===== src/rtl/pcie_irq_pkg.sv =====
package pcie_irq_pkg;
    localparam int unsigned WORD_W    = 32;
    localparam int unsigned INTX_PINS = 4;
    localparam int unsigned ISTS_W    = INTX_PINS + 1;

    typedef enum logic [0:0] {
        LINE_LOW  = 1'b0,
        LINE_HIGH = 1'b1
    } line_state_e;
endpackage


===== src/rtl/pcie_irq_msi_bank.sv =====
module pcie_irq_msi_bank
    import pcie_irq_pkg::*;
#(
    parameter int unsigned NUM_VEC = 64,
    parameter int unsigned DATA_W  = 32,
    parameter int unsigned REG_AW  = 2,
    parameter int unsigned BASE    = 2,
    localparam int unsigned NUM_WORDS = NUM_VEC / WORD_W,
    localparam int unsigned VEC_W     = $clog2(NUM_VEC)
) (
    input  logic                        clk,
    input  logic                        rst_n,
    input  logic                        msi_valid,
    input  logic [DATA_W-1:0]           msi_data,
    input  logic                        reg_wr,
    input  logic [REG_AW-1:0]           reg_addr,
    input  logic [WORD_W-1:0]           reg_wdata,
    output logic [NUM_WORDS*WORD_W-1:0] words_o,
    output logic                        hit_o,
    output logic                        drop_o,
    output logic                        serviced_empty_o
);
    logic [VEC_W-1:0]            vec_idx;
    logic [NUM_WORDS*WORD_W-1:0] words_nxt;
    logic [NUM_WORDS-1:0]        svc_w;

    assign vec_idx = msi_data[VEC_W-1:0];
    assign hit_o   = msi_valid && (msi_data <  DATA_W'(NUM_VEC));
    assign drop_o  = msi_valid && (msi_data >= DATA_W'(NUM_VEC));

    for (genvar w = 0; w < NUM_WORDS; w++) begin : g_word
        logic              sel;
        logic [WORD_W-1:0] clr_mask;
        logic [WORD_W-1:0] set_mask;

        assign sel      = reg_wr && (reg_addr == REG_AW'(BASE + w));
        assign clr_mask = sel ? reg_wdata : '0;
        assign set_mask = (hit_o && ((vec_idx >> 5) == VEC_W'(w)))
                          ? (WORD_W'(1) << vec_idx[4:0]) : '0;
        assign svc_w[w] = sel && (reg_wdata != '0) && (reg_wdata != '1);
        assign words_nxt[w*WORD_W +: WORD_W] =
            (words_o[w*WORD_W +: WORD_W] & ~clr_mask) | set_mask;

        always_ff @(posedge clk) begin
            if (!rst_n) begin
                words_o[w*WORD_W +: WORD_W] <= '0;
            end else begin
                words_o[w*WORD_W +: WORD_W] <= words_nxt[w*WORD_W +: WORD_W];
            end
        end
    end

    assign serviced_empty_o = (|svc_w) && (words_nxt == '0);

    // an out-of-range vector never lands in the status words
    a_r10_drop_no_set: assert property (@(posedge clk) disable iff (!rst_n)
        drop_o && !reg_wr |=> $stable(words_o));
    // a zero clear mask is a no-op
    a_r4_zero_noop: assert property (@(posedge clk) disable iff (!rst_n)
        reg_wr && (reg_wdata == '0) && !msi_valid |=> $stable(words_o));
    // the accepted vector's bit is set
    a_r1_vector_set: assert property (@(posedge clk) disable iff (!rst_n)
        hit_o |=> words_o[$past(vec_idx)]);
endmodule


===== src/rtl/pcie_irq_intx.sv =====
module pcie_irq_intx
    import pcie_irq_pkg::*;
#(
    parameter int unsigned PINS   = INTX_PINS,
    parameter int unsigned REG_AW = 2,
    localparam int unsigned STS_W = PINS + 1
) (
    input  logic              clk,
    input  logic              rst_n,
    input  logic [PINS-1:0]   intx_pin,
    input  logic              txn_done,
    input  logic              reg_wr,
    input  logic [REG_AW-1:0] reg_addr,
    input  logic [STS_W-1:0]  reg_wdata,
    output logic [STS_W-1:0]  en_o,
    output logic [STS_W-1:0]  sts_o,
    output logic              chg_o,
    output logic              active_o
);
    logic             wr_en;
    logic             wr_sts;
    logic [STS_W-1:0] en_nxt;
    logic             done_nxt;

    assign wr_en  = reg_wr && (reg_addr == REG_AW'(0));
    assign wr_sts = reg_wr && (reg_addr == REG_AW'(1));
    assign en_nxt = wr_en ? reg_wdata : en_o;
    assign chg_o  = (intx_pin != sts_o[PINS-1:0]);

    always_comb begin
        done_nxt = sts_o[PINS];
        if (txn_done) begin
            done_nxt = 1'b1;
        end else if (wr_sts && reg_wdata[PINS]) begin
            done_nxt = 1'b0;
        end
    end

    assign active_o = |({done_nxt, intx_pin} & en_nxt);

    always_ff @(posedge clk) begin
        if (!rst_n) begin
            en_o  <= '0;
            sts_o <= '0;
        end else begin
            en_o  <= en_nxt;
            sts_o <= {done_nxt, intx_pin};
        end
    end

    // level bits track the pins with one register stage
    a_r7_follow: assert property (@(posedge clk) disable iff (!rst_n)
        1'b1 |=> sts_o[PINS-1:0] == $past(intx_pin));
    // a done pulse always sets the flag
    a_r9_done_set: assert property (@(posedge clk) disable iff (!rst_n)
        txn_done |=> sts_o[PINS]);
endmodule


===== src/rtl/pcie_irq_line_fsm.sv =====
module pcie_irq_line_fsm
    import pcie_irq_pkg::*;
(
    input  logic clk,
    input  logic rst_n,
    input  logic msi_hit,
    input  logic serviced_empty,
    input  logic intx_chg,
    input  logic intx_active,
    output logic irq_o
);
    line_state_e state_q, state_d;

    always_ff @(posedge clk) begin
        if (!rst_n) begin
            state_q <= LINE_LOW;
        end else begin
            state_q <= state_d;
        end
    end

    always_comb begin
        state_d = state_q;
        unique case (state_q)
            LINE_LOW: begin
                if (msi_hit) begin
                    state_d = LINE_HIGH;
                end else if (!serviced_empty && intx_chg && intx_active) begin
                    state_d = LINE_HIGH;
                end
            end
            LINE_HIGH: begin
                if (msi_hit) begin
                    state_d = LINE_HIGH;
                end else if (serviced_empty) begin
                    state_d = LINE_LOW;
                end else if (intx_chg && !intx_active) begin
                    state_d = LINE_LOW;
                end
            end
            default: state_d = LINE_LOW;
        endcase
    end

    always_comb begin
        irq_o = (state_q == LINE_HIGH);
    end

    // an accepted MSI always raises the line
    a_r3_raise: assert property (@(posedge clk) disable iff (!rst_n)
        msi_hit |=> irq_o);
    // an emptying service clear lowers the line unless an MSI arrives
    a_r6_lower: assert property (@(posedge clk) disable iff (!rst_n)
        serviced_empty && !msi_hit |=> !irq_o);
    // without an event the line holds
    a_r8_hold: assert property (@(posedge clk) disable iff (!rst_n)
        !msi_hit && !serviced_empty && !intx_chg |=> $stable(irq_o));
endmodule


===== src/rtl/pcie_irq_aggr.sv =====
module pcie_irq_aggr
    import pcie_irq_pkg::*;
#(
    parameter int unsigned NUM_VEC = 64,
    parameter int unsigned DATA_W  = 32,
    localparam int unsigned NUM_WORDS = NUM_VEC / WORD_W,
    localparam int unsigned REG_AW    = $clog2(2 + NUM_WORDS)
) (
    input  logic                 clk,
    input  logic                 rst_n,
    input  logic [INTX_PINS-1:0] intx_pin,
    input  logic                 txn_done,
    input  logic                 msi_valid,
    input  logic [DATA_W-1:0]    msi_data,
    input  logic                 reg_wr,
    input  logic [REG_AW-1:0]    reg_addr,
    input  logic [WORD_W-1:0]    reg_wdata,
    output logic [WORD_W-1:0]    reg_rdata,
    output logic                 irq,
    output logic                 msi_err
);
    logic [NUM_WORDS*WORD_W-1:0] words;
    logic                        msi_hit;
    logic                        msi_drop;
    logic                        serviced_empty;
    logic [ISTS_W-1:0]           intx_en;
    logic [ISTS_W-1:0]           intx_sts;
    logic                        intx_chg;
    logic                        intx_active;

    pcie_irq_msi_bank #(
        .NUM_VEC (NUM_VEC),
        .DATA_W  (DATA_W),
        .REG_AW  (REG_AW),
        .BASE    (2)
    ) u_msi (
        .clk              (clk),
        .rst_n            (rst_n),
        .msi_valid        (msi_valid),
        .msi_data         (msi_data),
        .reg_wr           (reg_wr),
        .reg_addr         (reg_addr),
        .reg_wdata        (reg_wdata),
        .words_o          (words),
        .hit_o            (msi_hit),
        .drop_o           (msi_drop),
        .serviced_empty_o (serviced_empty)
    );

    pcie_irq_intx #(
        .PINS   (INTX_PINS),
        .REG_AW (REG_AW)
    ) u_intx (
        .clk       (clk),
        .rst_n     (rst_n),
        .intx_pin  (intx_pin),
        .txn_done  (txn_done),
        .reg_wr    (reg_wr),
        .reg_addr  (reg_addr),
        .reg_wdata (reg_wdata[ISTS_W-1:0]),
        .en_o      (intx_en),
        .sts_o     (intx_sts),
        .chg_o     (intx_chg),
        .active_o  (intx_active)
    );

    pcie_irq_line_fsm u_line (
        .clk            (clk),
        .rst_n          (rst_n),
        .msi_hit        (msi_hit),
        .serviced_empty (serviced_empty),
        .intx_chg       (intx_chg),
        .intx_active    (intx_active),
        .irq_o          (irq)
    );

    always_ff @(posedge clk) begin
        if (!rst_n) begin
            msi_err <= 1'b0;
        end else begin
            msi_err <= msi_drop;
        end
    end

    always_comb begin
        reg_rdata = '0;
        if (reg_addr == REG_AW'(0)) begin
            reg_rdata = WORD_W'(intx_en);
        end else if (reg_addr == REG_AW'(1)) begin
            reg_rdata = WORD_W'(intx_sts);
        end
        for (int w = 0; w < int'(NUM_WORDS); w++) begin
            if (reg_addr == REG_AW'(2 + w)) begin
                reg_rdata = words[w*WORD_W +: WORD_W];
            end
        end
    end

    // a dropped vector is flagged in the next cycle
    a_r10_err_flag: assert property (@(posedge clk) disable iff (!rst_n)
        msi_drop |=> msi_err);
    // an all-ones clear alone leaves the line as it was
    a_r5_init_hold: assert property (@(posedge clk) disable iff (!rst_n)
        reg_wr && (reg_addr >= REG_AW'(2)) && (reg_wdata == '1)
        && !msi_valid && !intx_chg |=> $stable(irq));
endmodule


===== config.mk =====
export PLATFORM = sky130hd
export DESIGN_NAME = pcie_irq_aggr
export DESIGN_NICKNAME = d
export VERILOG_FILES = /design/src/rtl/pcie_irq_pkg.sv /design/src/rtl/pcie_irq_msi_bank.sv /design/src/rtl/pcie_irq_intx.sv /design/src/rtl/pcie_irq_line_fsm.sv /design/src/rtl/pcie_irq_aggr.sv
export SDC_FILE = /design/constraint.sdc
export NUM_CORES = 1
export LEC_CHECK = 0
export ABC_AREA = 1
export CORE_ASPECT_RATIO = 1.25
export CORE_MARGIN = 3
export CORE_UTILIZATION = 50
export DETAILED_ROUTE_END_ITERATION = 10
export PLACE_DENSITY_LB_ADDON = 0.15
export REMOVE_ABC_BUFFERS = 1
export SLEW_MARGIN = 20
export SYNTH_ARGS = -nofsm -noshare
export SYNTH_HDL_FRONTEND = slang
export SYNTH_SLANG_ARGS = --single-unit

===== constraint.sdc =====
create_clock -name clk -period 2 [get_ports clk]
set_input_delay 0.2 -clock clk [delete_from_list [all_inputs] [get_ports clk]]
set_output_delay 0.2 -clock clk [all_outputs]
set_load 0.01 [all_outputs]

==> flow_summary.yaml <==
outcome:
  status: "complete, no violations"
clocking:
  clk_pin_slew_ps: 90
  htree_levels: 3
  clock_latency_ps: 360
  cts_tree: "built"
  clockBufferDepth: 2
  clkSinkCount: 76
  cts-buffers-inserted: 9
  cts-root-buf: "clkbuf_8"
timing:
  clock_skew_ps: 10.3
  tightest_slew_ps: 381
  fmax_mhz: 525
  finalHoldViolCount: 0
  relSlewSlack: 0.743
  drv_slew: 0
  final-setup-viol-count: 0
  post-route-period-util: 0.953
  period_needed_ps: 1910
synth:
  syn_avg_cell_area_um2: 6.37
  synth-seq-area-share: 0.337
  ys_warn_count: 0
  ys_ff_latch: 76
  syn-cell-area_mm2: 0.00452
  ys_types: 27
  syn-instance-count: 710
routing:
  wirelength_um: 19900
  dr.pass1.iters: 6
  dr.first_iter.drc_count: 723
  via_per_inst: 5.96
  ant_nets: 0
  vias: 6267
  routedWlPerCell_um: 18.9
  drc: 0
setup_path:
  cp_max_fo: 8
  start_kind: "input port"
  cp.arrival_ps: 2210
  worstPathRequired_ps: 2310
  end_kind: "flip-flop"
  critical_path_class: "in2reg"
run:
  drv_cap: 0
power_and_ir_drop:
  p_leak_nw: 3.76
  powerDensity_mw_per_mm2: 463
  vdd_drop_max_v: 0.000380
finish:
  mostFrequentLayoutCell: "nand2_1"
  utilization: 0.826
  drive_above_1_share: 0.211
  layout_common_cells: "nand2_1, buf_4, nor2_1"
  fill_cells: 596
  register_area_mm2: 0.00152
  syn_to_final_growth_pct: 59.9
  fin_area_mm2: 0.00723
  layout.nets: 1001
  antenna_cells: 0
  multi_input_area_mm2: 0.00262
die:
  die_x_um: 91.0
  die_height_um: 112
  num_rows: 38
  ios: 109
  dieArea_mm2: 0.0102
  start_util: 0.517
  core_region_area_mm2: 0.00875
place:
  gp_congestion: 0.958
  place_area_mm2: 0.00661
  detailed_place_hpwl_um: 12700
  portBuffers: 108
worst_hold_path:
  hold_class: "in2reg"
global_routing:
  grt_remaining_overflow: 0
  grt_pass1_wl_um: 29600
  grt_max_degree: 72
  grt_pass1_vias: 6221
  grt.total_usage: 0.356
  antenna_found_initial: 0
[where the power goes]
| group | switching (mW) | total (mW) | leakage [nW] | internal, mW |
|---|---|---|---|---|
| clock | 0.632 | 1.21 | 0.0962 | 0.577 |
| sequential | 0.00830 | 1.53 | 0.614 | 1.53 |
| combinational | 0.323 | 0.606 | 3.05 | 0.284 |
[per-layer routing]
metal  wire, um  part of all wire  global-route usage  vias up
met2       9740              0.49               0.624      442
met1       6920              0.35               0.401     2882
met5          0                 0                   0        -
met3       2020              0.10              0.0791      110
li1           -                 -                   -     2833
met4       1210             0.061               0.188        0
[timing repair]
| action | in CTS | in global routing |
|---|---|---|
| buffers inserted | 1 | 9 |
| pin swaps | 0 | 40 |
| setup endpoints to repair | 33 | 9 |
| gates cloned | 2 | 3 |
| resized for setup | 42 | 88 |
| hold buffers | 0 | 0 |
[worst max-delay path, cell delays in order]
cell	delay, ps
dlymetal6s2s_1	130
nor2_1	130
nand2_1	80
nor2_1	140
nand2_1	110
nor2_4	190
buf_12	170
nand2_8	70
nor2_4	250
nand2_1	90
nand2_1	90
inv_1	60
nand2_1	70
nor2_1	60
nand2_1	60
nor2_1	40
nand3_1	70
nand2_1	60
a21oi_2	130
[layout make-up]
class | count | area share
flip-flops and latches | 76 | 0.211
repair buffers | 247 | 0.338
multi-input cells | 513 | 0.363
clock inverters | 6 | 0.00900
clock buffers | 10 | 0.0177
well taps | 120 | 0.0208
inverters | 79 | 0.0410
[worst paths after layout]
check             cells past startpoint                end               from  slack (ps)
setup reg to reg                      6       u_line.irq_o    u_intx.sts_o[2]         470
setup / recovery                     19       u_line.irq_o       msi_data[18]          90
hold / removal                        3    u_intx.sts_o[0]        intx_pin[0]         450
hold reg to reg                       2  u_msi.words_o[47]  u_msi.words_o[47]         490
[Yosys cell counts, drive strengths merged]
library cell	number	area [um^2]
a21oi	45	225
a22o	27	236
and2	1	6.26
buf	16	90.1
clkbuf	26	98.8
clkinv	1	3.75
dfxtp	76	1520
inv	78	293
nand2	144	551
nand3	12	60.1
nand4	73	457
nor2	119	477
nor3	7	35.0
nor4	5	31.3
o2111ai	4	35.0
o21ai	69	345
o22ai	2	12.5
or2	1	6.26
xor2	4	35.0
[sequential cells by signal, indices dropped and copies added (netlist names)]
name and count:
u_line.irq_o 1, u_intx.sts_o 5, u_intx.en_o 5, u_msi.words_o 64, msi_err 1
[cell families (layout without fill, tap and decap cells)]
kind of cell    Yosys count  after routing  share of synthesized area
simple gates            362            362                      0.359
compound gates          147            147                      0.189
buf+inv                 121            342                      0.107
flops                    76             76                      0.337
xor+xnor                  4              4                    0.00775
[per-stage QoR]
step	hold slack (ps)	setup TNS [ps]	setup slack [ps]	instances	power, mW
after global routing	474	-63.9	-63.9	1051	3.44
after CTS	447	-22.9	-22.8	1039	3.30
after global placement	492	-6460	-368	1020	2.11
after detailed placement	510	-6440	-397	1020	2.12
after floorplan	293	-159	-159	668	1.71
final	447	0	95.0	1051	3.35
No activity file was read; power rests on OpenSTA's default activity.
